`config.mk`:
```
export PLATFORM = sky130hd
export DESIGN_NAME = stride_agu
export DESIGN_NICKNAME = d
export VERILOG_FILES = /design/src/rtl/stride_agu_pkg.sv /design/src/rtl/stride_len_clamp.sv /design/src/rtl/stride_bank_timers.sv /design/src/rtl/stride_addr_seq.sv /design/src/rtl/stride_agu.sv
export SDC_FILE = /design/constraint.sdc
export NUM_CORES = 1
export LEC_CHECK = 0
export ABC_AREA = 1
export BUFFER_PORTS_ARGS = -buffer_cell sky130_fd_sc_hd__buf_2
export CORE_ASPECT_RATIO = 1.25
export CORE_MARGIN = 2
export CORE_UTILIZATION = 57
export CTS_CLUSTER_SIZE = 10
export DETAILED_ROUTE_END_ITERATION = 7
export PLACE_DENSITY = 0.81
export SYNTH_ARGS = -nofsm -noshare
export SYNTH_HDL_FRONTEND = slang
export SYNTH_SLANG_ARGS = --single-unit
```
`constraint.sdc`:
```
create_clock -name clk -period 3.5 [get_ports clk]
set_input_delay 0.35 -clock clk [delete_from_list [all_inputs] [get_ports clk]]
set_output_delay 0.35 -clock clk [all_outputs]
set_load 0.01 [all_outputs]
```
`src/rtl/stride_agu_pkg.sv`:
```
package stride_agu_pkg;

    // Controller phases of one pass.
    typedef enum logic [1:0] {
        AGU_IDLE = 2'd0,
        AGU_RUN  = 2'd1,
        AGU_DONE = 2'd2
    } agu_state_e;

    // Byte-to-word shift for 64-bit elements.
    localparam int unsigned ELEM_SHIFT = 3;

endpackage

```
`src/rtl/stride_len_clamp.sv`:
```
module stride_len_clamp #(
    parameter int unsigned LEN_W = 16,
    parameter int unsigned MVL   = 32,
    parameter int unsigned VL_W  = $clog2(MVL + 1)
) (
    input  logic [LEN_W-1:0] n_in,
    output logic [VL_W-1:0]  vl_out,
    output logic [LEN_W-1:0] rest_out
);
    localparam logic [LEN_W-1:0] MVL_L = LEN_W'(MVL);

    always_comb begin
        if (n_in > MVL_L) begin
            vl_out = VL_W'(MVL);
        end else begin
            vl_out = VL_W'(n_in);
        end
        rest_out = n_in - LEN_W'(vl_out);
    end
endmodule

```
`src/rtl/stride_bank_timers.sv`:
```
module stride_bank_timers #(
    parameter int unsigned NBANK    = 16,
    parameter int unsigned BANK_W   = $clog2(NBANK),
    parameter int unsigned BUSY_CYC = 4
) (
    input  logic              clk,
    input  logic              rst,
    input  logic              hit,
    input  logic [BANK_W-1:0] hit_bank,
    output logic [NBANK-1:0]  bank_free
);
    localparam int unsigned TMR_W = $clog2(BUSY_CYC + 1);
    localparam logic [TMR_W-1:0] RELOAD = TMR_W'(BUSY_CYC - 1);

    for (genvar b = 0; b < NBANK; b++) begin : g_bank
        logic [TMR_W-1:0] cnt_q;

        always_ff @(posedge clk) begin
            if (rst) begin
                cnt_q <= '0;
            end else if (hit && (hit_bank == BANK_W'(b))) begin
                cnt_q <= RELOAD;
            end else if (cnt_q != '0) begin
                cnt_q <= cnt_q - 1'b1;
            end
        end

        assign bank_free[b] = (cnt_q == '0);
    end
endmodule

```
`src/rtl/stride_addr_seq.sv`:
```
module stride_addr_seq #(
    parameter int unsigned WORD_W   = 29,
    parameter int unsigned STRIDE_W = 16,
    parameter int unsigned IDX_W    = 5
) (
    input  logic                clk,
    input  logic                rst,
    input  logic                load,
    input  logic [WORD_W-1:0]   load_word,
    input  logic [STRIDE_W-1:0] load_stride,
    input  logic                step,
    output logic [WORD_W-1:0]   cur_word,
    output logic [IDX_W-1:0]    cur_idx
);
    logic [WORD_W-1:0] step_q;
    logic [WORD_W-1:0] stride_ext;

    generate
        if (WORD_W > STRIDE_W) begin : g_sext
            assign stride_ext = {{(WORD_W-STRIDE_W){load_stride[STRIDE_W-1]}}, load_stride};
        end else begin : g_trunc
            assign stride_ext = load_stride[WORD_W-1:0];
        end
    endgenerate

    always_ff @(posedge clk) begin
        if (rst) begin
            cur_word <= '0;
            cur_idx  <= '0;
            step_q   <= '0;
        end else if (load) begin
            cur_word <= load_word;
            cur_idx  <= '0;
            step_q   <= stride_ext;
        end else if (step) begin
            cur_word <= cur_word + step_q;
            cur_idx  <= cur_idx + 1'b1;
        end
    end
endmodule

```
`src/rtl/stride_agu.sv`:
```
module stride_agu
    import stride_agu_pkg::*;
#(
    parameter int unsigned ADDR_W   = 32,
    parameter int unsigned STRIDE_W = 16,
    parameter int unsigned LEN_W    = 16,
    parameter int unsigned NBANK    = 16,
    parameter int unsigned MVL      = 32,
    parameter int unsigned BUSY_CYC = 4,
    localparam int unsigned BANK_W  = $clog2(NBANK),
    localparam int unsigned WORD_W  = ADDR_W - ELEM_SHIFT,
    localparam int unsigned ROW_W   = WORD_W - BANK_W,
    localparam int unsigned IDX_W   = $clog2(MVL),
    localparam int unsigned VL_W    = $clog2(MVL + 1)
) (
    input  logic                clk,
    input  logic                rst,
    input  logic                start,
    input  logic [ADDR_W-1:0]   base_addr,
    input  logic [STRIDE_W-1:0] stride,
    input  logic [LEN_W-1:0]    req_len,
    input  logic [NBANK-1:0]    bank_ready,
    output logic                busy,
    output logic                req_valid,
    output logic [BANK_W-1:0]   req_bank,
    output logic [ROW_W-1:0]    req_row,
    output logic [IDX_W-1:0]    req_idx,
    output logic                done,
    output logic [VL_W-1:0]     pass_len,
    output logic [LEN_W-1:0]    remain,
    output logic [ADDR_W-1:0]   next_base
);
    agu_state_e        state_q, state_d;
    logic              accept;
    logic              fire;
    logic              last_elem;
    logic [VL_W-1:0]   vl_c;
    logic [LEN_W-1:0]  rest_c;
    logic [VL_W-1:0]   vl_q;
    logic [LEN_W-1:0]  rest_q;
    logic [ADDR_W-1:0] nbase_q;
    logic [WORD_W-1:0] cur_word;
    logic [IDX_W-1:0]  cur_idx;
    logic [NBANK-1:0]  bank_free;
    logic [BANK_W-1:0] cur_bank;

    stride_len_clamp #(
        .LEN_W (LEN_W),
        .MVL   (MVL),
        .VL_W  (VL_W)
    ) clamp_i (
        .n_in     (req_len),
        .vl_out   (vl_c),
        .rest_out (rest_c)
    );

    stride_addr_seq #(
        .WORD_W   (WORD_W),
        .STRIDE_W (STRIDE_W),
        .IDX_W    (IDX_W)
    ) seq_i (
        .clk         (clk),
        .rst         (rst),
        .load        (accept),
        .load_word   (base_addr[ADDR_W-1:ELEM_SHIFT]),
        .load_stride (stride),
        .step        (fire),
        .cur_word    (cur_word),
        .cur_idx     (cur_idx)
    );

    stride_bank_timers #(
        .NBANK    (NBANK),
        .BANK_W   (BANK_W),
        .BUSY_CYC (BUSY_CYC)
    ) timers_i (
        .clk       (clk),
        .rst       (rst),
        .hit       (fire),
        .hit_bank  (cur_bank),
        .bank_free (bank_free)
    );

    assign cur_bank  = cur_word[BANK_W-1:0];
    assign accept    = start && (state_q == AGU_IDLE);
    assign fire      = (state_q == AGU_RUN) && bank_free[cur_bank] && bank_ready[cur_bank];
    assign last_elem = ((VL_W'(cur_idx) + 1'b1) == vl_q);

    always_comb begin
        state_d = state_q;
        unique case (state_q)
            AGU_IDLE: begin
                if (accept) begin
                    state_d = (vl_c == '0) ? AGU_DONE : AGU_RUN;
                end
            end
            AGU_RUN: begin
                if (fire && last_elem) begin
                    state_d = AGU_DONE;
                end
            end
            AGU_DONE: state_d = AGU_IDLE;
            default:  state_d = AGU_IDLE;
        endcase
    end

    always_ff @(posedge clk) begin
        if (rst) begin
            state_q <= AGU_IDLE;
            vl_q    <= '0;
            rest_q  <= '0;
            nbase_q <= '0;
        end else begin
            state_q <= state_d;
            if (accept) begin
                vl_q    <= vl_c;
                rest_q  <= rest_c;
                nbase_q <= base_addr + (ADDR_W'(vl_c) << ELEM_SHIFT);
            end
        end
    end

    assign busy      = (state_q != AGU_IDLE);
    assign done      = (state_q == AGU_DONE);
    assign req_valid = fire;
    assign req_bank  = cur_bank;
    assign req_row   = cur_word[WORD_W-1:BANK_W];
    assign req_idx   = cur_idx;
    assign pass_len  = vl_q;
    assign remain    = rest_q;
    assign next_base = nbase_q;
endmodule

```
* Word-level counts from Yosys, hierarchy flattened
Cells that the tools add are included.
Storage, ports and cells: output and inout bits 91, flip-flop bits (word level) 154, input port bits 83
Operators by class: reduce and logical (&&, ||, !) cells 91, $add $sub $neg 21, mux-type cells 43, eq/ne operators 20, order comparisons 2
Operators with widths (number):
- 2-bit 2-to-1 mux | 35
- 29-bit 2-to-1 mux | 2
- 3-bit logical NOT | 16
- 3-bit nonzero test | 16
- 3-bit by 1-bit subtractor with 3-bit output (second input constant) | 16
- 2-bit nonzero test | 18
- 2-bit OR reduction | 17
- 32-bit by 9-bit adder with 32-bit output | 1
- 4-bit == test (second input constant) | 8
- 29-bit adder | 1
- 1-bit logical AND | 20
- 4-bit by 3-bit == test with 1-bit output (second input constant) | 4
- 16-bit by 6-bit greater-than comparator with 1-bit output (second input constant) | 1
- 16-bit by 6-bit subtractor with 16-bit output | 1
- 1-bit binary-select mux with 4-bit select | 2
- 4-bit by 2-bit == test with 1-bit output (second input constant) | 2
- 5-bit by 1-bit adder with 6-bit output (second input constant) | 1
- 6-bit == test | 1
- 6-bit logical NOT | 1
- 6-bit 2-to-1 mux | 1
- 5-bit by 1-bit adder with 5-bit output (second input constant) | 1
- 4-bit by 5-bit < comparator with 1-bit output (second input constant) | 1
- 4-bit by 1-bit == test with 1-bit output (second input constant) | 1
- 4-bit logical NOT | 1
- 8 further kinds | 9

* Depth between registers and ports, before layout
depth in word-level cells 8, depth in mapped cells 21, gate-level depth less buffers 20

* Modules after synthesis
A second synthesis with hierarchy kept.
Unflattened totals: cell total of the unflattened synthesis 1685, area, all modules 10646.5 um^2
By module, submodules not included:
- stride_addr_seq | area an instance 4023.9 um^2, seq. area each 1001.0 um^2, instances 1, cells each 663
- stride_agu | area an instance 3427.0 um^2, seq. area each 1121.1 um^2, instances 1, cells each 547
- stride_bank_timers | area an instance 2726.4 um^2, seq. area each 960.9 um^2, instances 1, cells each 390
- stride_len_clamp | area an instance 469.2 um^2, seq. area each 0.0 um^2, instances 1, cells each 85

* Worst setup path before layout
OpenSTA, ideal clock, no wires.
path type input port to flip-flop, from input req_len[8], to register nbase_q[29] (netlist: next_base[29]), required time 3384 ps, data arrival time 2445 ps, setup slack 939 ps, setup time 116 ps, stages 18, cell sequence nor2_1 > nand3_1 > nor2_1 > nand2_1 > nor2_1 > ha_1 > fa_1 > nand3_1 > nand3_1 > nand2_1 > o21ai_2 > inv_1 > nor2_2 > nand2_1 > nor2_2 > nand2_1 > o21ai_0 > nor2_1
On the way: longest elaborated chain between the ends 3
Ends and longest elaborated chain:
- start, declared | line stride_agu.sv:21 | input logic [LEN_W-1:0] req_len,
- 16-bit by 6-bit greater-than comparator with 1-bit output | line stride_len_clamp.sv:13 | if (n_in > MVL_L) begin
- 6-bit 2-to-1 mux | line stride_len_clamp.sv:13
- net clamp_i.vl_out[5] | line stride_len_clamp.sv:7 | output logic [VL_W-1:0] vl_out,
- 32-bit by 9-bit adder with 32-bit output | line stride_agu.sv:118 | nbase_q <= base_addr + (ADDR_W'(vl_c) << ELEM_SHIFT);
- end signal, assigned | line stride_agu.sv:118
- end, declared | line stride_agu.sv:41 | logic [ADDR_W-1:0] nbase_q;
The timed path passes the listed nets, and every way through them passes these cells. A chain may end at the register's enable or synchronous reset.

* Worst setup path in the final report
from input req_len[6], to register nbase_q[29] (netlist: next_base[29])
The elaborated chain is that of the path after synthesis.

==> results.cfg <==
[worst_setup_path]
r2r_start = seq_i.cur_word[0]
crit_fanout = 6
crit_type = in -> reg
crit_required_ns = 3.82
reg2reg_slack_ns = 0.85
worstReg2RegEnd = seq_i.cur_word[16]
reg2reg_depth = 16
cp-start-kind = primary input
cp-end-kind = flip-flop
crit_arrival_ns = 3.20

[clock_tree]
hold_buffers = 0
clk_latency_ns = 0.43
cts_inserted_buffers = 17
cts.path.max_buffers = 2
clock_tree.root_cell = clkbuf_16
cts_tree = yes
cts_setup_buffers = 0
clock_sinks = 154
post_cts_resized = 0
clk_pin_slew_ns = 0.06
htree_levels = 4

[die]
io_pins = 174
die-area_sq_um = 18900
start_util = 0.583
fp.dieW_um = 123
fp.dieH_um = 153
rows = 54
fp.coreArea_sq_um = 17400

[place]
dp.cells = 1969
place_congestion = 0.955
port_buffers = 173
dp_hpwl_mm = 23.7

[flow_run]
maxCapViolations = 0

[grt]
grt_pass1_wl_mm = 48.5
grt_max_degree = 69
track_usage = 0.323
grt_remaining_overflow = 0
antenna_found_initial = 3
grt_pass1_vias = 9933

[power]
p_leak_nw = 6.36
p_total_w = 0.00680
ir_worst_vdd_uv = 356
powerDensity_nw_per_um2 = 577

[hold_path]
whs_path_depth = 2
min_from = stride[6]
hp-class = in -> reg
hold_end = seq_i.step_q[6]

[layout]
fill_cells = 1614
finalNetCount = 1917
drive_gt1_frac = 0.135
final_cells = 2001
area_delta_synth_final_pct = 16.0

[detailed_routing]
via_count = 10666
drc = 0
drtPass1Iterations = 6
wl_per_cell_um = 15.3
drt-total-wl_mm = 30.6
antenna_left = 0
vias_per_cell = 5.33
drtIter0Drc = 833

[synthesis]
ys.flop_type = dfxtp_1
yosys_warnings = 0
ys_ff_latch = 154
synth.distinct_cells = 44
synth_cells = 1600
synth_edf_count = 0
seq_area_frac_synth = 0.304
async_flop_share = 0
syn_area_per_cell_sq_um = 6.35
netlist_area_sq_um = 10200
synth_nets = 1753

[sta]
fmax_mhz = 347
period_share = 0.824
setup_viol = 0
rsz0062_at_grt = no
hold_viol = 0
fin_setup_tns_ns = 0
final_max_slew_viol_count = 0
fin_crit_ns = 2.88
skew_ns = 0.0124
whs_ns = 0.128
slew_headroom = 0.443
worst_pin_slew_ns = 0.823

[outcome]
outcome = complete, no violations
[worst max-delay path by stage]
stage                     startpoint       endpoint  slack, ns  cells past startpoint
after CTS                 req_len[6]  next_base[29]       0.64                     19
after floorplan           req_len[8]  next_base[29]       0.94                     18
after global routing      req_len[6]  next_base[29]       0.25                     19
final                     req_len[6]  next_base[29]       0.62                     19
after detailed placement  req_len[6]  next_base[29]       0.21                     19
after global placement    req_len[8]  next_base[29]       0.38                     19
[cell type report]
| type | count | area [sq um] | area share |
|---|---|---|---|
| Timing Repair Buffer | 181 | 926 | 0.0786 |
| Tap cell | 224 | 280 | 0.0238 |
| Clock inverter | 12 | 114 | 0.00966 |
| Sequential cell | 154 | 3080 | 0.262 |
| Clock buffer | 19 | 453 | 0.0384 |
| Multi-Input combinational cell | 1152 | 5960 | 0.505 |
| Antenna cell | 1 | 2.50 | 0.000212 |
| Inverter | 258 | 968 | 0.0822 |
[state kept, by name, summed over array words and instances (netlist names)]
| register | cells |
|---|---|
| next_base | 32 |
| pass_len | 6 |
| remain | 16 |
| seq_i.cur_idx | 5 |
| seq_i.cur_word | 29 |
| seq_i.step_q | 16 |
| state_q | 2 |
| timers_i.g_bank.cnt_q | 48 |
[worst max-delay path, stage by stage]
cell	delay, ns
buf_2	0.12
nor2_2	0.18
nand3_1	0.15
nor2_1	0.19
nand2_1	0.20
nor2_1	0.20
ha_1	0.23
fa_1	0.22
nand3_1	0.09
nand3_1	0.11
nand2_1	0.08
o21ai_2	0.10
inv_1	0.13
nor2_2	0.19
nand2_1	0.12
nor2_2	0.22
nand2_1	0.10
o21ai_0	0.16
nor2_1	0.05
[power breakdown]
| part | switching, W | internal, W | total, W |
|---|---|---|---|
| clock | 0.000789 | 0.00102 | 0.00181 |
| combinational | 0.00160 | 0.00102 | 0.00262 |
| sequential | 0.000232 | 0.00214 | 0.00237 |
| total | 0.00262 | 0.00417 | 0.00680 |
[synthesized netlist by cell type, drive strengths merged, types with 4 or more instances]
| cell | n | share of area |
|---|---|---|
| nand2 | 510 | 0.19 |
| inv | 256 | 0.095 |
| dfxtp | 154 | 0.30 |
| nor2 | 153 | 0.060 |
| nand3 | 125 | 0.062 |
| a21oi | 84 | 0.041 |
| ha | 68 | 0.084 |
| o21ai | 59 | 0.030 |
| xor2 | 34 | 0.029 |
| a22o | 23 | 0.020 |
| xnor2 | 22 | 0.019 |
| clkbuf | 21 | 0.0078 |
| nand4 | 17 | 0.010 |
| buf | 15 | 0.0079 |
| nor3 | 10 | 0.0049 |
| or2 | 8 | 0.0049 |
| a31oi | 6 | 0.0037 |
| a21boi | 5 | 0.0037 |
| and2 | 4 | 0.0025 |
| nand3b | 4 | 0.0030 |
[cell usage in the layout, fill, tap and decap left out, types with 2 or more instances in the layout]
cell / count
a21boi_1: 5
a21oi_1: 84
a22o_1: 23
a31oi_1: 6
a32o_1: 2
and2_1: 4
buf_2: 173
buf_4: 8
clkbuf_16: 17
clkbuf_8: 2
clkinv_1: 2
clkinv_2: 2
clkinvlp_4: 4
dfxtp_1: 154
fa_1: 2
ha_1: 68
inv_1: 254
inv_2: 2
inv_6: 4
nand2_1: 510
nand3_1: 124
nand3b_1: 4
nand4_1: 17
nor2_1: 139
nor2_2: 11
nor2_4: 3
nor3_1: 10
nor4_1: 2
o211a_1: 2
o211ai_1: 2
o21ai_0: 51
o21ai_1: 5
o21ai_2: 3
or2_2: 7
xnor2_1: 22
xor2_1: 34
[cells by family (layout without fill, tap and decap cells)]
| logic type | after synthesis | count (layout) | synth area share |
|---|---|---|---|
| adder cells (fa/ha/maj) | 70 | 70 | 0.0877 |
| flip-flops | 154 | 154 | 0.304 |
| AND/OR/NAND/NOR | 835 | 835 | 0.339 |
| XOR/XNOR | 56 | 56 | 0.0483 |
| other | 1 | 2 | 0.000369 |
| AO/OA/AOI/OAI | 190 | 190 | 0.110 |
| buffers and inverters | 294 | 470 | 0.111 |
[through the flow]
| step | area [sq um] | utilization | worst slack, ns |
|---|---|---|---|
| finish | 11800 | 0.676 | 0.616 |
| global route | 11800 | 0.676 | 0.246 |
| CTS | 11800 | 0.676 | 0.635 |
| detailed placement | 11200 | 0.643 | 0.205 |
| global placement | 11200 | 0.643 | 0.379 |
| floorplan | 10200 | - | 0.939 |
[per-layer routing]
layer  part of all wire  track usage  wire length (um)
met1               0.42        0.390             12700
met2               0.48        0.554             14600
met3              0.070       0.0675              2140
met4              0.037        0.125              1130
met5            0.00036            0                11
Power figures use the tool's default switching activity.
